`src/rtl/rx_stream_dma.sv`:
```
module rx_stream_dma #(
  parameter int MEM_AW = 16,
  parameter int LEN_W  = 16,
  parameter int DW     = 32
) (
  input  logic              clk,
  input  logic              rst_n,
  input  logic              reg_we,
  input  logic [7:0]        reg_addr,
  input  logic [DW-1:0]     reg_wdata,
  output logic [DW-1:0]     reg_rdata,
  input  logic [7:0]        s_tdata,
  input  logic              s_tvalid,
  input  logic              s_tlast,
  output logic              s_tready,
  output logic              mem_we,
  output logic [MEM_AW-1:0] mem_addr,
  output logic [7:0]        mem_wdata,
  output logic              chan_rst_o
);
  localparam logic [7:0] OFS_CTL = 8'h30;
  localparam logic [7:0] OFS_STA = 8'h34;
  localparam logic [7:0] OFS_DST = 8'h48;
  localparam logic [7:0] OFS_LEN = 8'h58;
  localparam int SRST_BIT = 2;
  localparam int IDLE_BIT = 1;
  localparam int ERR_BIT  = 4;

  logic              armed, err, rst_p;
  logic [LEN_W-1:0]  cnt, max_len;
  logic [MEM_AW-1:0] base;

  wire beat   = s_tvalid && armed;
  wire full   = (cnt == max_len);
  wire srst   = reg_we && reg_addr == OFS_CTL && reg_wdata[SRST_BIT];
  wire wr_len = reg_we && reg_addr == OFS_LEN && !armed && !err;
  wire wr_dst = reg_we && reg_addr == OFS_DST && !armed;
  wire [LEN_W-1:0] len_f = reg_wdata[LEN_W-1:0];

  assign s_tready   = armed;
  assign mem_we     = beat && !full;
  assign mem_addr   = base + MEM_AW'(cnt);
  assign mem_wdata  = s_tdata;
  assign chan_rst_o = rst_p;

  always_ff @(posedge clk or negedge rst_n) begin
    if (!rst_n) begin
      armed   <= 1'b0;
      err     <= 1'b0;
      rst_p   <= 1'b0;
      cnt     <= '0;
      max_len <= '0;
      base    <= '0;
    end else begin
      rst_p <= srst;
      if (beat) begin
        if (full) begin
          err   <= 1'b1;
          armed <= 1'b0;
        end else begin
          cnt <= cnt + 1'b1;
          if (s_tlast) armed <= 1'b0;
        end
      end
      if (wr_dst) base <= reg_wdata[MEM_AW-1:0];
      if (wr_len) begin
        if (len_f == '0) err <= 1'b1;
        else begin
          max_len <= len_f;
          cnt     <= '0;
          armed   <= 1'b1;
        end
      end
      if (srst) begin
        armed <= 1'b0;
        err   <= 1'b0;
        cnt   <= '0;
      end
    end
  end

  always_comb begin
    reg_rdata = '0;
    case (reg_addr)
      OFS_STA: begin
        reg_rdata[IDLE_BIT] = !armed && !err;
        reg_rdata[ERR_BIT]  = err;
      end
      OFS_DST: reg_rdata = DW'(base);
      OFS_LEN: reg_rdata = DW'(cnt);
      default: reg_rdata = '0;
    endcase
  end

  AST_LAST_DISARMS: assert property (@(posedge clk) disable iff (!rst_n)
    (s_tvalid && s_tready && s_tlast) |=> !s_tready);
  AST_ZERO_LEN_ERR: assert property (@(posedge clk) disable iff (!rst_n)
    (wr_len && len_f == '0) |=> (err && !s_tready));
  AST_OVERRUN_ERR: assert property (@(posedge clk) disable iff (!rst_n)
    (beat && full && !srst) |=> (err && !s_tready));
  AST_ERR_BLOCKS: assert property (@(posedge clk) disable iff (!rst_n)
    err |-> !s_tready);
  AST_ARM_CLEAR: assert property (@(posedge clk) disable iff (!rst_n)
    (wr_len && len_f != '0) |=> (s_tready && cnt == '0));
  AST_SRST_CLEARS: assert property (@(posedge clk) disable iff (!rst_n)
    chan_rst_o |-> (!s_tready && !err && cnt == '0));
endmodule

```
`config.mk`:
```
export PLATFORM = sky130hd
export DESIGN_NAME = rx_stream_dma
export DESIGN_NICKNAME = d
export VERILOG_FILES = /design/src/rtl/rx_stream_dma.sv
export SDC_FILE = /design/constraint.sdc
export NUM_CORES = 1
export LEC_CHECK = 0
export ABC_AREA = 1
export BUFFER_PORTS_ARGS = -buffer_cell sky130_fd_sc_hd__buf_2
export CAP_MARGIN = 40
export CORE_MARGIN = 3
export CORE_UTILIZATION = 45
export CTS_BUF_LIST = sky130_fd_sc_hd__clkbuf_4 sky130_fd_sc_hd__clkbuf_8
export DETAILED_ROUTE_END_ITERATION = 16
export PLACE_DENSITY = 0.71
export REMOVE_ABC_BUFFERS = 1
export SYNTH_ARGS = -nofsm -noshare
export SYNTH_HDL_FRONTEND = slang
export SYNTH_SLANG_ARGS = --single-unit
export TNS_END_PERCENT = 30
```
`constraint.sdc`:
```
create_clock -name clk -period 4.82 [get_ports clk]
set_input_delay 0.241 -clock clk [delete_from_list [all_inputs] [get_ports clk]]
set_output_delay 0.241 -clock clk [all_outputs]
set_load 0.02 [all_outputs]
```
# --- Word level (Yosys, flattened, before mapping) ---
# Cells that the tools add are included.
word_totals:
  regBits: 51
  word_cells: 50
op_classes:
  add_sub_neg: 2
  eq_ne: 5
  mux: 21
  bitwise: 1
  reduce_logical: 15
op_table:
  columns: ["operator", "n"]
  rows:
  - ["$mux W16", 5]
  - ["$pmux W11 S2", 1]
  - ["$add A16 B1 Y16 const B", 1]
  - ["$add A16 B16 Y16", 1]
  - ["$eq A16 B16 Y1", 1]
  - ["$eq A8 B6 Y1 const B", 2]
  - ["$eq A8 B7 Y1 const B", 2]
  - ["$logic_not A16 Y1", 1]
  - ["$mux W1", 11]
  - ["$logic_and A1 B1 Y1", 10]
  - ["$pmux W1 S3", 2]
  - ["$pmux W2 S2", 1]
  - ["$logic_not A1 Y1", 3]
  - ["$pmux W1 S2", 1]
  - ["$reduce_and A2 Y1", 1]
  - ["$not A1 Y1", 1]

# --- Depth between registers and ports, before layout ---
# Gate-level depths: netlist (run 1).
depth:
  ltp_word: 6
  depth_mapped: 13
  ltp_nobuf: 13

# --- Worst setup path before layout (run 1) ---
# OpenSTA, ideal clock, no wires.
synth_path:
  kind: "reg2out"
  start: "register cnt[0]"
  end: "output mem_addr[12]"
  arrival_ns: 2.096
  slack_ns: 2.483
  stages_incl_launch_ff: 10
  path_buffers: 0
  cell_sequence: "dfrtp_1 > ha_1 > fa_1 > nand3_1 > nand2_1 > a21oi_1 > o21ai_0 > nand2_1 > nand2_1 > xor2_1"
synth_between:
  elab_chain_cells: 1
synth_lines:
  columns: ["element", "line_no", "text"]
  rows:
  - ["from (decl)", "30", "logic [LEN_W-1:0] cnt, max_len;"]
  - ["from (signal assigned)", "61", "cnt <= cnt + 1'b1;"]
  - ["$add A16 B16 Y16", "42", "assign mem_addr = base + MEM_AW'(cnt);"]
  - ["to (decl)", "17", "output logic [MEM_AW-1:0] mem_addr,"]
# Every way passes these cells.

# --- Worst setup path in the final report (run 1) ---
# Same ends and word-level chain as after synthesis.

==> results.md, run 1 <==
- Maximum fanout along the worst path: 7
- Final Max Slew Viols: 0
- Die Ht: roughly 100 um
- Starting Density: 0.469
- Total GRT Usage: 0.210
- Area leader, netlist: dfrtp_1
- DP Wirelength: slightly below 8 mm
- Crit start category: register
- Maximum clock frequency: 0.336 GHz
- Total grt overflow: 0
- TritonRoute pass-1 iters: 5
- Hold Crit Class: input port to asynchronous set/reset pin
- Final antenna-violating net count: 0
- Port-buffer cells: 63
- Synth cell types: 40
- Top post-synthesis cells by area: dfrtp_1, nand2_1, inv_1, o21ai_0, ha_1
- Setup violators final: 0
- Fillcell total: between 800 and 900
- Clock slew at reported path FFs: about 0.10 ns
- Number of synthesized register bits: 51
- Internal power: approximately 700 uW
- CTS tree: done
- Synthesized area per cell: slightly below 7 sq um
- Post-synth ARST share: 1.00
- Leakage: 2.32 nW
- Vias in the first global route: roughly 3500
- Minimum clock period: slightly below 3 ns
- YS warnings: 0
- Largest net degree at the start of global routing: 52
- Switch share: 0.395
- Pwr Density: ~270 nW/um^2
- Outcome: finished, final reports clean
- Die width: roughly 99 um
- Setup Crit Path Kind: register to primary output
- Vias/cell: roughly 5.2
- Post-CTS Resized: 0
- Layout cells sized above 1: 0.158
- Post-Syn Area: 3890 sq um
- DRT iter0 DRCs: between 200 and 250
- Clk pwr share: 0.219
- Worst VDD drop: 0.000121 V
- CP required: ~4.6 ns
- Die area: between 9000 and 10000 sq um
- Clock Latency Late Sink: around 0.31 ns
- First-pass GRT wire length: 16.9 mm
- # IOs: 112
- Register area share after synthesis: 0.328
- CP endpoint kind: primary output
- Worst slew margin: 0.560
- Antenna Cells: 0
- Switch Pwr: 459 uW
- Post-CTS setup buffer count: 0
- # clock sinks: 51
- Logic gate share of total power: 0.333
- Core Region: 8300 sq um
- Worst slew pin tran: between 0.6 and 0.7 ns
- Worst Setup Slack, final: approximately 1.8 ns
- Routability Congestion: 0.920
- TNS Setup: 0 ns
- Period utilization: 0.617
- Post-Synthesis Cells: around 580
- DP Worst Slack: 2.16 ns
- Depth of the CTS H-tree: 2
- Flop pwr share: 0.448
- Share of the synthesized area in the top cell type: 0.328
- Vias: 3817
- Row cnt: 33
- # DRC: 0
- Top cells by count, synth: nand2_1, inv_1, dfrtp_1
- Crit path DAT: roughly 2.7 ns
- DR WL/cell: between 10 and 15 um
- Endpoints failing hold: 0
- DRT Wirelength: between 10 and 15 mm
- Clock Skews: approximately 0.010 ns
- Clock Path Buffers: 2
- Area Overhead vs Synth: 9.86%
- Main synth FF type: dfrtp_1
- Unrepaired setup endpoints after global routing: false
- # hold bufs at CTS: 0
- Max Cap Violations: 0
- Initial antenna violation count: 0
- EDFF count, synth: 0
- # nets final: between 700 and 800
- Top-count cell post-synth: nand2_1
- Root buf cell: clkbuf_8
- CTS buffer count: 5
==> final timing paths <==
| path | start | slack [ns] | end | cells after the start |
|---|---|---|---|---|
| setup / recovery | cnt[0] | 1.85 | mem_addr[12] | 10 |
| hold / removal | rst_n | 0.02 | base[1] | 2 |
| setup reg to reg | cnt[1] | 2.75 | cnt[14] | 9 |
| hold reg to reg | max_len[2] | 0.52 | max_len[2] | 2 |
| max in group asynchronous | rst_n | 4.34 | cnt[15] | 2 |
| min in group clk | reg_wdata[15] | 0.19 | base[15] | 3 |
==> registers in the layout (all words and copies together) (netlist names) <==
name / cells
base: 16
chan_rst_o: 1
cnt: 16
err: 1
max_len: 16
s_tready: 1
==> metrics by stage <==
stage,instances,power (mW),util,area [sq um],hold WS (ns)
6_report,738,1.16,0.516,4280,0.0210
4_1_cts,738,1.17,0.516,4280,0.0566
3_5_place_dp,730,0.915,0.505,4190,0.401
5_1_grt,738,1.25,0.516,4280,0.101
3_3_place_gp,729,0.905,0.503,4180,0.388
2_1_floorplan,560,0.795,-,3720,-0.0546
==> power by group through the flow <==
stage | registers, mW | clock network, mW | logic, mW
after CTS | 0.519 | 0.259 | 0.389
after detailed placement | 0.528 | 0 | 0.388
after floorplan | 0.509 | 0 | 0.286
final | 0.520 | 0.255 | 0.387
after global placement | 0.526 | 0 | 0.379
after global routing | 0.527 | 0.278 | 0.441
==> logic make-up after synthesis <==
family                     after synthesis  synth area share
AOI/OAI and AO/OA                       80             0.109
xor gates and xnor gates                15            0.0337
adders and majority gates               17            0.0565
buffers and inverters                  110             0.132
DFF                                     51             0.328
other                                    1          0.000963
and+or+nand+nor                        305             0.340
==> cells in the final DEF (no fill, tap or decap), types with 11 or more instances in the layout <==
master / instances
o21ai_0: 46
inv_1: 65
nand2_1: 195
dfrtp_1: 51
buf_2: 63
nor3_1: 12
nor2_1: 42
conb_1: 16
xor2_1: 11
nand3_1: 23
ha_1: 16
a21oi_1: 17
==> area by class of cell <==
class                           count  area, sq um  share of cell area
Clock buffer                        6         76.3              0.0178
Clock inverter                      2         12.5             0.00292
Inverter                           76          285              0.0667
Multi-Input combinational cell    433         2160               0.505
Sequential cell                    51         1280               0.298
Tap cell                          105          131              0.0307
Timing Repair Buffer               65          338              0.0789
==> worst max-delay path, cell delays in order (launching register included) <==
cell	delay [ns]
dfrtp_1	0.49
ha_1	0.27
fa_1	0.42
nand3_1	0.11
nand2_1	0.09
a21oi_1	0.39
o21ai_0	0.20
nand2_1	0.10
nand2_1	0.06
xor2_1	0.13
buf_2	0.16
==> layer usage <==
metal / global-route usage / routed length (um) / vias up
met3: 0.0467 / 793 / 13
li1: - / - / 1898
met4: 0.0441 / 112 / 0
met5: 0 / 0 / -
met1: 0.286 / 4560 / 1750
met2: 0.346 / 4680 / 156
Note: power is estimated with default switching activity, not from simulation.
==> run 2: changes to the inputs <==
- clock period: 4.82 -> 2.99 ns (I/O delays scaled with it)
==> run 2 against run 1 <==
Net effect:
- critical path depth unchanged
- hold slack better by 0.084 ns
- clock skew fell by 0.0049 ns
- register-to-register slack got worse by 1.7 ns
- clock power rose by 77%
- total power increased by 66%
- first-iteration DRC count increased by 53%
- count of clock-buffer cells in the layout is 2 higher
- non-clock buffer count increased by 5
- critical endpoint unchanged
- largest cell class unchanged
==> results.md, run 2 (synthesis results as in run 1) <==
- Maximum fanout along the worst path: 7 (unchanged)
- TNS Setup: 0 ns (unchanged)
- Crit start category: register (unchanged)
- Post-CTS setup buffer count: 0 (unchanged)
- Crit path DAT: 2.57 ns (was 2.73 ns)
- Vias/cell: 5.09 (was 5.17)
- Final antenna-violating net count: 0 (unchanged)
- Starting Density: 0.469 (unchanged)
- Unrepaired setup endpoints after global routing: false (unchanged)
- Core Region: 8300 sq um (unchanged)
- DRT Wirelength: 10.4 mm (was 10.1 mm)
- Worst slew pin tran: 0.557 ns (was 0.657 ns)
- Largest net degree at the start of global routing: 34 (was 52)
- Initial antenna violation count: 0 (unchanged)
- Outcome: finished, final reports clean (unchanged)
- Worst slew margin: 0.628 (was 0.560)
- Antenna Cells: 0 (unchanged)
- Clock slew at reported path FFs: 0.09 ns (was 0.10 ns)
- Period utilization: 0.908
- Total grt overflow: 0 (unchanged)
- Routability Congestion: 0.864 (was 0.920)
- FF/Latch Area: 1280 sq um (unchanged)
- Clock Path Buffers: 2 (unchanged)
- Total GRT Usage: 0.209 (was 0.210)
- Die Ht: 99.0 um (unchanged)
- Clock Skews: 0.00559 ns (was 0.0105 ns)
- Vias: 3784 (was 3817)
- Leakage: 2.36 nW (was 2.32 nW)
- Root buf cell: clkbuf_8 (unchanged)
- Largest regs: base: 16 flops, cnt: 16 flops, max_len: 16 flops (unchanged)
- Commonest non-fill, non-tap cell in the layout: nand2_1 (unchanged)
- Endpoints failing hold: 0 (unchanged)
- DRT iter0 DRCs: 324 (was 212)
- Area Overhead vs Synth: 11.7% (was 9.86%)
- Port-buffer cells: 63 (unchanged)
- Die width: 99.0 um (unchanged)
- Max Cap Violations: 0 (unchanged)
- Setup violators final: 0 (unchanged)
- Multi-input gate area: 2160 sq um (about the same)
- Die area: 9810 sq um (unchanged)
- # IOs: 112 (unchanged)
- Most frequent cells in the layout: nand2_1, inv_1, buf_2, dfrtp_1, o21ai_0 (unchanged)
- Layout cells sized above 1: 0.165 (was 0.158)
- Vias in the first global route: 3513 (was 3543)
- # DRC: 0 (unchanged)
- # clock sinks: 51 (unchanged)
- DR WL/cell: 14.1 um (was 13.7 um)
- Hold WS: 0.105 ns (was 0.0210 ns)
- Pwr Density: 443 nW/um^2 (was 272 nW/um^2)
- Fillcell total: 844 (was 836)
- Clock Latency Late Sink: 0.31 ns (about the same)
- CP required: 2.84 ns (was 4.58 ns)
- Depth of the CTS H-tree: 2 (unchanged)
- Maximum clock frequency: ~0.37 GHz
- First-pass GRT wire length: 16.6 mm (was 16.9 mm)
- Worst VDD drop: 0.000225 V (was 0.000121 V)
- CP endpoint kind: primary output (unchanged)
- Final Max Slew Viols: 0 (unchanged)
- Hold Crit Class: input port to register (was input port to asynchronous set/reset pin)
- CTS buffer count: 5 (unchanged)
- Minimum clock period: between 2 and 3 ns
- DP Wirelength: 8.07 mm (was 7.87 mm)
- CTS tree: done (unchanged)
- Row cnt: 33 (unchanged)
- Setup Crit Path Kind: register to primary output (unchanged)
- # nets final: 707 (was 702)
- TritonRoute pass-1 iters: 6 (was 5)
-- run 2: cell types whose count changed in the layout (fill, tap and decap cells not counted) --
cell,previous run,this run
a21oi_1,17,16
a21oi_2,1,2
buf_16,0,1
buf_4,1,5
buf_8,1,0
clkbuf_8,5,7
clkinv_2,1,0
clkinvlp_4,1,0
dlygate4sd3_1,0,1
-- run 2: layer usage --
layer / vias to the layer above / track usage / share of wire / wire, um
met5: - / 0 / 0 / 0
met2: 132 / 0.350 / 0.47 / 4910
li1: 1914 / - / - / -
met3: 12 / 0.0446 / 0.064 / 673
met1: 1726 / 0.278 / 0.45 / 4750
met4: 0 / 0.0473 / 0.011 / 115
-- run 2: stage by stage --
step | cell area [sq um] | utilization | instances | total power, mW | setup WS [ns]
floorplan | 3720 | - | 560 | 1.28 | 0.744
global placement | 4210 | 0.507 | 733 | 1.46 | 0.488
detailed placement | 4230 | 0.510 | 734 | 1.48 | 0.475
CTS | 4350 | 0.524 | 743 | 1.93 | 0.117
global route | 4350 | 0.524 | 743 | 2.05 | 0.121
finish | 4350 | 0.524 | 743 | 1.93 | 0.275
-- run 2: cell type report --
cell class | instances | area share
inverter | 76 | 0.0656
tap | 105 | 0.0302
timing repair buffer | 70 | 0.0897
clock buffer | 8 | 0.0239
multi-input combinational | 433 | 0.497
sequential | 51 | 0.293
-- run 2: final timing paths --
kind	from	endpoint	slack [ns]	cells past startpoint
worst max-delay path	cnt[0]	mem_addr[12]	0.28	10
worst min-delay path	reg_wdata[11]	max_len[11]	0.11	3
worst max register to register	cnt[1]	cnt[14]	1.01	9
worst min register to register	max_len[4]	max_len[4]	0.53	2
max in group asynchronous	rst_n	max_len[10]	2.03	3
min in group asynchronous	rst_n	base[1]	0.39	2
-- run 2: timing repair --
item	in CTS	in global routing
resized for setup	0	1
hold buffers	1	0
endpoints found under the setup margin	0	1
endpoints found under the hold margin	20	0
-- run 2: critical path, cell delays in order, from the launching register on --
cell and delay, ns:
dfrtp_1 0.47, ha_1 0.27, fa_1 0.42, nand3_1 0.11, nand2_1 0.10, a21oi_2 0.28
o21ai_0 0.17, nand2_1 0.09, nand2_1 0.06, xor2_1 0.13, buf_2 0.16
-- run 2: report_power, final --
part | internal [mW] | switching [mW] | leakage, nW | total [mW]
Clock | 0.221 | 0.231 | 0.0549 | 0.452
Combinational | 0.223 | 0.414 | 1.65 | 0.637
Sequential | 0.744 | 0.0921 | 0.654 | 0.836
==> run 3: changes to the inputs <==
- CORE_UTILIZATION: 45 -> 54
- CTS_CLUSTER_SIZE: not set -> 40
- PLACE_DENSITY: 0.71 -> 0.83
==> run 3 against run 2 <==
Net effect:
- sequential cell count stayed put
- non-clock buffer count is 1 lower
- clock power is 9.7% lower
- combinational power is 0.6% lower
- global-route usage is 3.4 points higher
- core utilization is 9.9 points higher
- wire length is 4.9% lower
==> results.md, run 3 (synthesis results as in run 1) <==
- CP endpoint kind: primary output (unchanged)
- TritonRoute pass-1 iters: 6 (unchanged)
- Leakage: 2.34 nW (was 2.36 nW)
- Depth of the CTS H-tree: 2 (unchanged)
- Worst slew pin tran: 0.532 ns (was 0.557 ns)
- Post-CTS setup buffer count: 0 (unchanged)
- Hold Crit Class: input port to register (unchanged)
- Pwr Density: 436 nW/um^2 (was 443 nW/um^2)
- Final Max Slew Viols: 0 (unchanged)
- Crit start category: register (unchanged)
- Crit-path cells: ha_1 > fa_1 > nand3_1 > nand2_1 > a21oi_1 > o21ai_0 > nand2_1 > nand2_1 > xor2_1 > buf_2 (was ha_1 > fa_1 > nand3_1 > nand2_1 > a21oi_2 > o21ai_0 > nand2_1 > nand2_1 > xor2_1 > buf_2)
- Port-buffer cells: 63 (unchanged)
- Row cnt: 30 (was 33)
- Total grt overflow: 0 (unchanged)
- Critical path's slowest cell: dfrtp_1 (unchanged)
- Clock Path Buffers: 2 (unchanged)
- DR WL/cell: 13.6 um (was 14.1 um)
- # nets final: 706 (was 707)
- DRT Wirelength: 9.93 mm (was 10.4 mm)
- Vias: 3840 (was 3784)
- Clock Latency Late Sink: 0.31 ns (about the same)
- Maximum clock frequency: 0.357 GHz (was 0.368 GHz)
- Clock slew at reported path FFs: 0.10 ns (was 0.09 ns)
- Final antenna-violating net count: 0 (unchanged)
- Outcome: finished, final reports clean (unchanged)
- Largest regs: base: 16 flops, cnt: 16 flops, max_len: 16 flops (unchanged)
- Vias in the first global route: 3645 (was 3513)
- Die area: 8270 sq um (was 9810 sq um)
- Routability Congestion: 0.896 (was 0.864)
- Clock Skews: 0.0121 ns (was 0.00559 ns)
- Die width: 90.9 um (was 99.0 um)
- DRT iter0 DRCs: 326 (was 324)
- # clock sinks: 51 (unchanged)
- Die Ht: 90.9 um (was 99.0 um)
- DP Wirelength: 7.78 mm (was 8.07 mm)
- Max Cap Violations: 0 (unchanged)
- Minimum clock period: 2.80 ns (was 2.71 ns)
- Root buf cell: clkbuf_8 (unchanged)
- TNS Setup: 0 ns (unchanged)
- Vias/cell: 5.25 (was 5.09)
- First-pass GRT wire length: 16.7 mm (was 16.6 mm)
- Worst path max stage delay: 0.47 ns (about the same)
- Worst slew margin: 0.642 (was 0.628)
- Total power: 1.88 mW (was 1.93 mW)
- Commonest non-fill, non-tap cell in the layout: nand2_1 (unchanged)
- Total GRT Usage: 0.243 (was 0.209)
- Most frequent cells in the layout: nand2_1, inv_1, buf_2, dfrtp_1, o21ai_0 (unchanged)
- Starting Density: 0.564 (was 0.469)
- Setup violators final: 0 (unchanged)
- # IOs: 112 (unchanged)
- Initial antenna violation count: 0 (unchanged)
- Core Region: 6910 sq um (was 8300 sq um)
- Worst VDD drop: 0.000199 V (was 0.000225 V)
- Most used cell, CP: nand2_1 (unchanged)
- Largest net degree at the start of global routing: 34 (unchanged)
- # DRC: 0 (unchanged)
- Area Overhead vs Synth: 10.5% (was 11.7%)
- Layout cells sized above 1: 0.160 (was 0.165)
- Maximum fanout along the worst path: 7 (unchanged)
- CTS buffer count: 5 (unchanged)
- CP required: 2.84 ns (about the same)
- Period utilization: 0.938 (was 0.908)
- Unrepaired setup endpoints after global routing: false (unchanged)
- Setup Crit Path Kind: register to primary output (unchanged)
- CTS tree: done (unchanged)
- Endpoints failing hold: 0 (unchanged)
- Antenna Cells: 0 (unchanged)
- Crit path DAT: 2.66 ns (was 2.57 ns)
-- run 3: final cells by class --
type,count,area [sq um]
Sequential cell,51,1280
Clock buffer,6,82.6
Clock inverter,1,5.00
Multi-Input combinational cell,433,2160
Fill cell,666,2600
Timing Repair Buffer,69,375
Tap cell,96,120
Inverter,76,285
-- run 3: timing repair --
action,CTS,global route
hold buffers,1,0
endpoints found under the hold margin,21,0
resized for setup,0,0
-- run 3: path summary, 6_finish.rpt --
kind	start	to	slack, ns	cells after the start
max in group asynchronous	rst_n	base[10]	2.09	3
hold / removal	reg_wdata[9]	max_len[9]	0.11	3
setup reg to reg	cnt[1]	cnt[14]	0.97	9
min in group asynchronous	rst_n	max_len[0]	0.35	2
hold reg to reg	max_len[12]	max_len[12]	0.52	2
setup / recovery	cnt[0]	mem_addr[12]	0.19	10
-- run 3: metrics by stage --
stage,cells,util,hold WS [ns],worst slack [ns],cell area (sq um)
CTS,732,0.623,0.111,0.159,4300
global route,732,0.623,0.125,0.0233,4300
floorplan,560,-,-0.146,0.744,3720
finish,732,0.623,0.113,0.185,4300
global placement,723,0.606,0.299,0.547,4190
detailed placement,724,0.609,0.146,0.505,4210
-- run 3: power breakdown --
group          internal, mW  total (mW)  leakage (nW)  switching, mW
sequential            0.744       0.835         0.654         0.0911
clock                 0.182       0.408        0.0470          0.225
combinational         0.222       0.633          1.64          0.411
-- run 3: routing by layer --
layer | vias to the layer above | GRT usage | share of wire
met5 | - | 0 | 0
met4 | 0 | 0.0653 | 0.013
met3 | 12 | 0.0621 | 0.089
met2 | 175 | 0.392 | 0.46
met1 | 1746 | 0.326 | 0.44
li1 | 1907 | - | -
-- run 3: critical path: cells and delay by family (launching register included) --
| family | cells | cell delay (ns) |
|---|---|---|
| flip-flops | 1 | 0.47 |
| AO/OA/AOI/OAI | 2 | 0.57 |
| AND/OR/NAND/NOR | 4 | 0.34 |
| buffers and inverters | 1 | 0.16 |
| XOR/XNOR | 1 | 0.13 |
| adder cells (fa/ha/maj) | 2 | 0.68 |
